<file path="config.mk">
export PLATFORM = sky130hd
export DESIGN_NAME = frame_ratio_monitor
export DESIGN_NICKNAME = d
export VERILOG_FILES = /design/src/rtl/fcm_pkg.sv /design/src/rtl/fcm_edge_sync.sv /design/src/rtl/fcm_period_meter.sv /design/src/rtl/fcm_status_regs.sv /design/src/rtl/frame_ratio_monitor.sv
export SDC_FILE = /design/constraint.sdc
export NUM_CORES = 1
export LEC_CHECK = 0
export BUFFER_PORTS_ARGS = -buffer_cell sky130_fd_sc_hd__clkbuf_2
export CAP_MARGIN = 20
export CELL_PAD_IN_SITES_DETAIL_PLACEMENT = 2
export CELL_PAD_IN_SITES_GLOBAL_PLACEMENT = 2
export CORE_ASPECT_RATIO = 1.5
export CORE_MARGIN = 10
export CORE_UTILIZATION = 33
export DETAILED_ROUTE_END_ITERATION = 7
export MAX_ROUTING_LAYER = met4
export PLACE_DENSITY = 0.86
export SYNTH_ARGS = -nofsm -noshare
export SYNTH_HDL_FRONTEND = slang
export SYNTH_HIERARCHICAL = 1
export SYNTH_SLANG_ARGS = --single-unit
export TNS_END_PERCENT = 50
</file>
<file path="constraint.sdc">
create_clock -name clk -period 4.3 [get_ports clk]
set_input_delay 0.215 -clock clk [delete_from_list [all_inputs] [get_ports clk]]
set_output_delay 0.215 -clock clk [all_outputs]
set_load 0.02 [all_outputs]
</file>
<file path="src/rtl/fcm_pkg.sv">
package fcm_pkg;

    localparam int STATUS_W = 16;
    localparam int DEVID_W  = 8;

    typedef enum logic {
        RATIO_128 = 1'b0,
        RATIO_256 = 1'b1
    } ratio_e;

    typedef struct packed {
        logic [DEVID_W-1:0] dev_id;
        logic [3:0]         rsvd;
        logic               clk_loss;
        logic               frm_err;
        logic               all_ok;
        logic               vol_busy;
    } status_t;

    function automatic int unsigned nominal_period(ratio_e r);
        return (r == RATIO_256) ? 32'd256 : 32'd128;
    endfunction

    function automatic logic beyond_tol(int unsigned meas, int unsigned nom,
                                        int unsigned tol);
        int unsigned diff;
        diff = (meas > nom) ? (meas - nom) : (nom - meas);
        return diff > tol;
    endfunction

endpackage

</file>
<file path="src/rtl/fcm_edge_sync.sv">
module fcm_edge_sync #(
    parameter int STAGES = 2
) (
    input  logic clk,
    input  logic rst,
    input  logic async_i,
    output logic rise_o
);
    logic [STAGES:0] sh;

    always_ff @(posedge clk) begin
        if (rst) sh <= '0;
        else     sh <= {sh[STAGES-1:0], async_i};
    end

    assign rise_o = sh[STAGES-1] & ~sh[STAGES];


    rise_pulse_chk: assert property (@(posedge clk) disable iff (rst)
        rise_o |=> !rise_o);

endmodule

</file>
<file path="src/rtl/fcm_period_meter.sv">
module fcm_period_meter
    import fcm_pkg::*;
#(
    parameter int          CNT_W = 10,
    parameter int unsigned TOL   = 10
) (
    input  logic   clk,
    input  logic   rst,
    input  logic   rise_i,
    input  ratio_e ratio_i,
    output logic   err_o
);
    localparam logic [CNT_W-1:0] CNT_MAX = {CNT_W{1'b1}};

    logic [CNT_W-1:0] cnt;
    logic             armed;
    logic             err_q;

    always_ff @(posedge clk) begin
        if (rst) begin
            cnt   <= '0;
            armed <= 1'b0;
            err_q <= 1'b0;
        end else if (rise_i) begin
            cnt   <= CNT_W'(1);
            armed <= 1'b1;
            if (armed)
                err_q <= beyond_tol(32'(cnt), nominal_period(ratio_i), TOL);
        end else if (cnt != CNT_MAX) begin
            cnt <= cnt + 1'b1;
        end
    end

    assign err_o = err_q;


    err_hold_chk: assert property (@(posedge clk) disable iff (rst)
        !rise_i |=> $stable(err_q));


    unarmed_quiet_chk: assert property (@(posedge clk) disable iff (rst)
        !armed |-> !err_q);


    restart_chk: assert property (@(posedge clk) disable iff (rst)
        rise_i |=> (cnt == CNT_W'(1)));


    saturate_chk: assert property (@(posedge clk) disable iff (rst)
        (!rise_i && cnt == CNT_MAX) |=> (cnt == CNT_MAX));

endmodule

</file>
<file path="src/rtl/fcm_status_regs.sv">
module fcm_status_regs
    import fcm_pkg::*;
#(
    parameter logic [DEVID_W-1:0] DEV_ID = 8'hA5,
    parameter int                 NVALID = 6,
    parameter int                 ADDR_W = 2
) (
    input  logic                clk,
    input  logic                rst,
    input  logic                rd_en_i,
    input  logic [ADDR_W-1:0]   rd_addr_i,
    input  logic                vol_busy_i,
    input  logic [NVALID-1:0]   valid_i,
    input  logic                int_err_i,
    input  logic                frm_err_i,
    input  logic                clk_loss_i,
    output logic                rd_valid_o,
    output logic [STATUS_W-1:0] rd_data_o
);
    localparam logic [ADDR_W-1:0] STATUS_ADDR = '0;

    status_t word;

    always_comb begin
        word          = '0;
        word.dev_id   = DEV_ID;
        word.clk_loss = clk_loss_i;
        word.frm_err  = frm_err_i;
        word.all_ok   = (&valid_i) & ~int_err_i;
        word.vol_busy = vol_busy_i;
    end

    always_ff @(posedge clk) begin
        if (rst) begin
            rd_valid_o <= 1'b0;
            rd_data_o  <= '0;
        end else begin
            rd_valid_o <= rd_en_i;
            rd_data_o  <= (rd_en_i && rd_addr_i == STATUS_ADDR) ? word : '0;
        end
    end


    rd_latency_chk: assert property (@(posedge clk) disable iff (rst)
        rd_en_i |=> rd_valid_o);


    dev_id_chk: assert property (@(posedge clk) disable iff (rst)
        (rd_en_i && rd_addr_i == STATUS_ADDR) |=> (rd_data_o[15:8] == DEV_ID));


    idle_zero_chk: assert property (@(posedge clk) disable iff (rst)
        !rd_en_i |=> (!rd_valid_o && rd_data_o == '0));

endmodule

</file>
<file path="src/rtl/frame_ratio_monitor.sv">
module frame_ratio_monitor
    import fcm_pkg::*;
#(
    parameter int                 CNT_W       = 10,
    parameter int unsigned        TOL         = 10,
    parameter int                 SYNC_STAGES = 2,
    parameter int                 NVALID      = 6,
    parameter int                 ADDR_W      = 2,
    parameter logic [DEVID_W-1:0] DEV_ID      = 8'hA5
) (
    input  logic                clk,
    input  logic                rst,
    input  logic                frm_clk_i,
    input  logic                ratio_sel_i,
    input  logic                vol_busy_i,
    input  logic [NVALID-1:0]   valid_i,
    input  logic                int_err_i,
    input  logic                clk_loss_i,
    input  logic                rd_en_i,
    input  logic [ADDR_W-1:0]   rd_addr_i,
    output logic                rd_valid_o,
    output logic [STATUS_W-1:0] rd_data_o,
    output logic                frm_err_o
);
    logic   rise;
    logic   err;
    ratio_e ratio;

    assign ratio = ratio_e'(ratio_sel_i);

    fcm_edge_sync #(.STAGES(SYNC_STAGES)) u_sync (
        .clk     (clk),
        .rst     (rst),
        .async_i (frm_clk_i),
        .rise_o  (rise)
    );

    fcm_period_meter #(.CNT_W(CNT_W), .TOL(TOL)) u_meter (
        .clk     (clk),
        .rst     (rst),
        .rise_i  (rise),
        .ratio_i (ratio),
        .err_o   (err)
    );

    fcm_status_regs #(.DEV_ID(DEV_ID), .NVALID(NVALID), .ADDR_W(ADDR_W)) u_regs (
        .clk        (clk),
        .rst        (rst),
        .rd_en_i    (rd_en_i),
        .rd_addr_i  (rd_addr_i),
        .vol_busy_i (vol_busy_i),
        .valid_i    (valid_i),
        .int_err_i  (int_err_i),
        .frm_err_i  (err),
        .clk_loss_i (clk_loss_i),
        .rd_valid_o (rd_valid_o),
        .rd_data_o  (rd_data_o)
    );

    assign frm_err_o = err;

endmodule

</file>
==> results of run 1 <==
[power by group through the flow]
| stage | sequential, mW | clock, mW | combinational, mW |
|---|---|---|---|
| after floorplan | 0.208 | 0 | 0.0704 |
| after global placement | 0.212 | 0 | 0.0781 |
| after detailed placement | 0.212 | 0 | 0.0847 |
| after CTS | 0.208 | 0.134 | 0.0860 |
| after global routing | 0.209 | 0.142 | 0.0950 |
| final | 0.208 | 0.129 | 0.0851 |
[registers in the layout (all words and copies together), names as in the netlist]
register           count
u_meter/armed          1
u_meter/cnt           10
u_meter/err_o          1
u_regs/rd_data_o       5
u_regs/rd_valid_o      1
u_sync/sh              3
[cell families (layout without fill, tap and decap cells)]
group,count (synthesis),after routing,share of synthesized area (%)
AO/OA/AOI/OAI,27,27,13.9
XOR/XNOR,6,6,3.84
adder cells (fa/ha/maj),9,9,8.77
buffers and inverters,29,39,12.5
flip-flops,21,21,30.7
multiplexers,2,2,1.46
other,1,8,0.274
AND/OR/NAND/NOR,63,63,28.6
[final cells by class]
cell class | instances | area share, %
Timing Repair Buffer | 25 | 8.40
Clock buffer | 4 | 3.03
Inverter | 10 | 2.52
Tap cell | 45 | 3.78
Sequential cell | 21 | 28.2
Multi-Input combinational cell | 115 | 54.0
[stage by stage]
stage | instance area, um^2 | instances | hold slack (ns) | setup slack (ns) | utilization (%)
3_3_place_gp | 1440 | 216 | 0.419 | 1.77 | 36.2
3_5_place_dp | 1440 | 216 | 0.432 | 1.59 | 36.2
2_1_floorplan | 1400 | 165 | 0.287 | 1.93 | -
4_1_cts | 1490 | 220 | 0.161 | 1.52 | 37.3
5_1_grt | 1490 | 220 | 0.153 | 1.34 | 37.3
6_report | 1490 | 220 | 0.166 | 1.54 | 37.3
[placed cells by master (no fill, tap or decap), drive strengths merged, types with 2 or more instances in the layout]
| cell | instances |
|---|---|
| clkbuf | 29 |
| conb | 8 |
| nand4 | 4 |
| inv | 10 |
| a41oi | 3 |
| and2 | 3 |
| o21ai | 6 |
| nor2b | 8 |
| xnor2 | 4 |
| dfxtp | 21 |
| xor2 | 2 |
| o2111ai | 2 |
| nand2 | 8 |
| ha | 8 |
| a21oi | 7 |
| a211oi | 2 |
| mux2i | 2 |
| or4 | 2 |
| and3 | 3 |
| nor2 | 17 |
| o211ai | 3 |
| nand3 | 3 |
| or2 | 2 |
| nor3 | 5 |
[layer usage]
metal	part of all wire, %	up-vias	wire [um]
met4	3.0	0	119
li1	-	566	-
met1	36	570	1450
met3	6.2	10	247
met2	55	36	2190
met5	0	-	0
[worst max path at each step]
stage | startpoint | to | slack [ns] | depth (start not counted)
2_1_floorplan | u_meter/cnt[7] | u_meter/err_o | 1.93 | 13
3_3_place_gp | ratio_sel_i | u_meter/err_o | 1.77 | 13
3_5_place_dp | ratio_sel_i | u_meter/err_o | 1.59 | 13
4_1_cts | u_meter/cnt[7] | u_meter/err_o | 1.52 | 12
5_1_grt | u_meter/cnt[7] | u_meter/err_o | 1.34 | 12
6_report | u_meter/cnt[7] | u_meter/err_o | 1.54 | 12
==> results.tsv, run 1 <==
stage	metric	value	unit
placed_design	hpwl	3350	um
cts	cts_setup_buffers	0	
layout	diodes	0	
grt	first_global_vias	1373	
timing	timing.final.max_slew_violations	0	
detailed_routing	ant_nets	0	
detailed_routing	wl_per_cell	18.2	um
grt	grtUsageMet1	11.2	%
worst_setup_path	reg2reg_to	u_meter/err_o	
synthesis	synth_area_per_cell	8.67	um^2
worst_setup_path	slowest_delay	0.41	ns
synthesis	syn_inst	158	
timing	final-hold-violation-count	0	
layout	fillerInstances	459	
grt	grt_first_pass_wirelength	6760	um
worst_hold_path	hp-start	rd_addr_i[0]	
worst_setup_path	path_max_fanout	11	
pwr	power_density	283	nW/um^2
layout	drive_gt1_share	21.7	%
grt	use_met2	20.9	%
worst_setup_path	worst_setup_path_start_kind	flip-flop	
pwr	p_total	0.422	mW
detailed_routing	drtIter0Drc	42	
worst_setup_path	worstSetupEndpointType	flip-flop	
grt	grt_max_degree	12	
synthesis	synth_top_area_cell	dfxtp_1	
cts	tritoncts	done	
grt	antenna_found_initial	0	
pwr	seq_power_share	49.3	%
detailed_routing	vias	1182	
layout	area_delta_synth_final	8.68	%
worst_setup_path	r2r-start	u_meter/cnt[7]	
worst_setup_path	crit_top_cell	inv_1	
cts	cts_sinks	21	
cts	cts.path.max_buffers	2	
synthesis	synthTopCellsByCount	21 x dfxtp_1, 17 x nor2_1, 12 x buf_4, 10 x inv_1	
die	dieArea	7180	um^2
pwr	p_leak	0.620	nW
cts	ctsHoldBuffers	0	
synthesis	synth_seq_area_share	30.7	%
worst_setup_path	r2r_cells	12	
timing	finalClockSkew	0.00358	ns
pwr	p_switching	0.121	mW
layout	seq_area	420	um^2
cts	cts_resized	0	
worst_setup_path	cpLargestDelayFamily	adder cells	
synthesis	netlist_area	1370	um^2
pwr	switching_share	28.8	%
timing	rsz0062_at_grt	no	
die	coreArea	3990	um^2
grt	gr-total-overflow	0	
worst_setup_path	critPathBufInv	3	
flow_run	cap_violations	0	
timing	setup_viol	0	
synthesis	ys_ff_latch	21	
placed_design	io_buffers	25	
cts	clockRootBuffer	clkbuf_8	
outcome	outcome	complete, no violations	
cts	clkLatencyLatePin	0.26	ns
synthesis	async_flop_share	0	%
timing	fin_crit_sh	64.2	%
worst_hold_path	holdPathStages	2	
timing	fmax	0.362	GHz
cts	htree_num_levels	1	
grt	grt_use_met3	4.12	%
die	die_h	98.9	um
die	rows	28	
die	io_pins	34	
worst_setup_path	worstPathRequired	4.50	ns
synthesis	synth_top_cell_area_share	30.7	%
layout	fin_nets	201	
detailed_routing	drcViolationCount	0	
pwr	clkPwrFrac	30.6	%
worst_setup_path	critPathKind	reg2reg	
detailed_routing	viasPerCell	5.37	
worst_setup_path	arrival	2.96	ns
cts	clkTransAtPathRegs	0.08	ns
synthesis	synth_edf_count	0	
synthesis	ys_types	45	
worst_setup_path	ff2ff_setup_slack	1.54	ns
worst_setup_path	path_cells	inv_1 -> ha_1 -> inv_1 -> fa_1 -> inv_1 -> ha_1 -> nor2b_1 -> xnor2_1 -> nor2_1 -> or4_1 -> o2111ai_1 -> o31a_1	
worst_hold_path	hold_path_class	in2reg	
grt	grt_use_total	11.9	%
placed_design	place.gp.congestion	0.806	
pwr	p_int	0.300	mW
die	start_util	34.3	%
cts	cts-buffers-inserted	3	
synthesis	yosys-top-cells-area	dfxtp_1 31%, ha_1 7.3%, buf_4 6.6%	
timing	fin_setup_tns	0	ns
synthesis	ys_dominant_reg_cell	dfxtp_1	
worst_hold_path	hold_path_end	u_regs/rd_data_o[13]	
die	die_w	72.6	um
grt	busiest_layer	met2	
pwr	ir_worst_vdd	0.000176	V
pwr	combPwrFrac	20.2	%
detailed_routing	routed_wl	4000	um
detailed_routing	firstDrtPassIters	4	
worst_setup_path	critical-path-slowest-cell	or4_1	
timing	finalCriticalPeriod	2.76	ns
synthesis	yosysWarnings	6	
synthesis	yosysMostFrequentCell	dfxtp_1	
layout	multi_input_area	805	um^2
(Power assumes the default switching activity.)
==> run 2, diff against run 1 <==
CORE_UTILIZATION = 28   (was 33)
PLACE_DENSITY = 0.78   (was 0.86)
clock period = 2.4 ns   (was 4.3 ns; I/O delays follow)
==> results.tsv, run 2 (synthesis results as in run 1) <==
stage	metric	value	unit	change
outcome	outcome	complete, no violations		
cts	htree_num_levels	1		unchanged
die	coreArea	4770	um^2	+19%
die	rows	31		+11%
detailed_routing	firstDrtPassIters	4		unchanged
grt	grt_first_pass_wirelength	6300	um	-6.8%
worst_setup_path	slowest_delay	0.42	ns	about the same
flow_run	cap_violations	0		unchanged
pwr	power_density	487	nW/um^2	+72%
pwr	ir_worst_vdd	0.000195	V	+11%
worst_setup_path	crit_top_cell	inv_1		
timing	fin_ws	0.161	ns	-1.38 ns
die	die_h	106	um	+6.8%
placed_design	dp.cells	243		+13%
worst_setup_path	arrival	2.45	ns	-0.51 ns
layout	area_delta_synth_final	16.2	%	
detailed_routing	vias	1209		+2.3%
worst_setup_path	worst_setup_path_start_kind	flip-flop		
detailed_routing	routed_wl	3740	um	-6.5%
worst_setup_path	path_cells	inv_1 -> ha_1 -> inv_1 -> fa_1 -> inv_1 -> ha_1 -> nor2b_4 -> xnor2_1 -> nor2_1 -> or4_4 -> o2111ai_2 -> o31a_1		
worst_setup_path	path_max_fanout	3		-8
layout	final_common_cell	clkbuf_2		
timing	setup_viol	0		unchanged
detailed_routing	drcViolationCount	0		unchanged
worst_setup_path	critPathKind	reg2reg		
timing	fin_setup_tns	0	ns	unchanged
worst_setup_path	worstSetupEndpointType	flip-flop		
timing	rsz0062_at_grt	no		
die	io_pins	34		unchanged
timing	timing.final.max_slew_violations	0		unchanged
worst_setup_path	critical-path-slowest-cell	or4_4		
placed_design	hpwl	3030	um	-9.6%
cts	clkTransAtPathRegs	0.08	ns	about the same
worst_setup_path	critPathBufInv	3		unchanged
layout	regMostFlops	u_meter/cnt		
layout	drive_gt1_share	27.1	%	+5.4 points
timing	final-hold-violation-count	0		unchanged
cts	cts_sinks	21		unchanged
layout	reg_top3	u_meter/cnt: 10 flops, u_regs/rd_data_o: 5 flops, u_sync/sh: 3 flops		
cts	cts_resized	0		unchanged
cts	cts.path.max_buffers	2		unchanged
detailed_routing	ant_nets	0		unchanged
cts	clockRootBuffer	clkbuf_8		
placed_design	io_buffers	25		unchanged
die	die_w	77.1	um	+6.2%
worst_setup_path	worstPathRequired	2.61	ns	-1.89 ns
die	start_util	28.7	%	-5.6 points
grt	first_global_vias	1356		-1.2%
die	dieArea	8150	um^2	+13%
timing	fmax	0.447	GHz	+23%
cts	ctsHoldBuffers	0		unchanged
placed_design	place.gp.congestion	0.800		-0.78%
layout	largest_reg_flops	10		unchanged
cts	tritoncts	done		
grt	grt_max_degree	13		+1
layout	fin_nets	207		+3.0%
grt	grt_use_total	9.51	%	-2.4 points
cts	cts-buffers-inserted	3		unchanged
placed_design	place_ws	0.119	ns	-1.47 ns
worst_hold_path	hold_path_class	in2reg		
detailed_routing	wl_per_cell	15.2	um	-17%
detailed_routing	viasPerCell	4.89		-8.9%
timing	finalCriticalPeriod	2.24	ns	-0.522 ns
cts	clkLatencyLatePin	0.26	ns	about the same
worst_setup_path	cpLargestDelayFamily	adder cells		
layout	final_cells	247		+12%
grt	gr-total-overflow	0		unchanged
pwr	p_leak	0.663	nW	+6.9%
timing	fin_crit_sh	93.3	%	+29 points
detailed_routing	drtIter0Drc	41		-2.4%
grt	antenna_found_initial	0		unchanged
layout	final_cell_mix	25 x clkbuf_2, 20 x dfxtp_1, 17 x nor2_1, 10 x inv_1		
timing	finalClockSkew	0.00509	ns	+0.00151 ns
cts	cts_setup_buffers	0		unchanged
layout	diodes	0		unchanged
==> run 2: changes by cell type in the layout (fill, tap and decap cells not counted), sizes merged <==
cell,before,now
clkinv,0,1
buf,0,6
clkbuf,29,28
==> run 2: worst paths after layout <==
path / startpoint / cells after the start / slack [ns] / end
setup / recovery: u_meter/cnt[7] / 12 / 0.16 / u_meter/err_o
hold / removal: rd_addr_i[1] / 2 / 0.05 / u_regs/rd_data_o[13]
setup reg to reg: u_meter/cnt[7] / 12 / 0.16 / u_meter/err_o
hold reg to reg: u_sync/sh[0] / 1 / 0.45 / u_sync/sh[1]
==> run 2: layout make-up <==
cell class	instances	area, um^2
Timing Repair Buffer	31	170
Fill cell	578	3180
Tap cell	66	82.6
Clock buffer	3	41.3
Multi-Input combinational cell	115	833
Sequential cell	21	422
Clock inverter	1	5.00
Inverter	10	37.5
==> run 2: through the flow <==
step	power, mW	util (%)	cell area [um^2]	hold WS, ns
finish	0.774	33.4	1590	0.0549
global route	0.821	33.4	1590	0.0525
CTS	0.776	32.7	1560	0.0506
detailed placement	0.533	31.8	1520	0.338
global placement	0.530	31.8	1520	0.336
floorplan	0.498	-	1400	0.192
==> run 2: metal layers <==
metal / global-route usage (%) / wire, um
met2: 16.9 / 1910
met1: 9.75 / 1570
met4: 3.53 / 74
met5: - / 0
met3: 2.55 / 193
==> run 2: worst register-to-register path: stages (launching register included) <==
cell and delay [ns]:
dfxtp_2 0.34, inv_1 0.07, ha_1 0.14, inv_1 0.06
fa_1 0.35, inv_1 0.06, ha_1 0.16, nor2b_4 0.16
xnor2_1 0.13, nor2_1 0.07, or4_4 0.42, o2111ai_2 0.09
o31a_1 0.13
==> run 2: power breakdown <==
part           switching, mW  internal, mW  total [mW]
Clock                  0.120         0.116       0.236
Sequential           0.00669         0.357       0.364
Combinational          0.102        0.0728       0.175
Total                  0.228         0.546       0.774
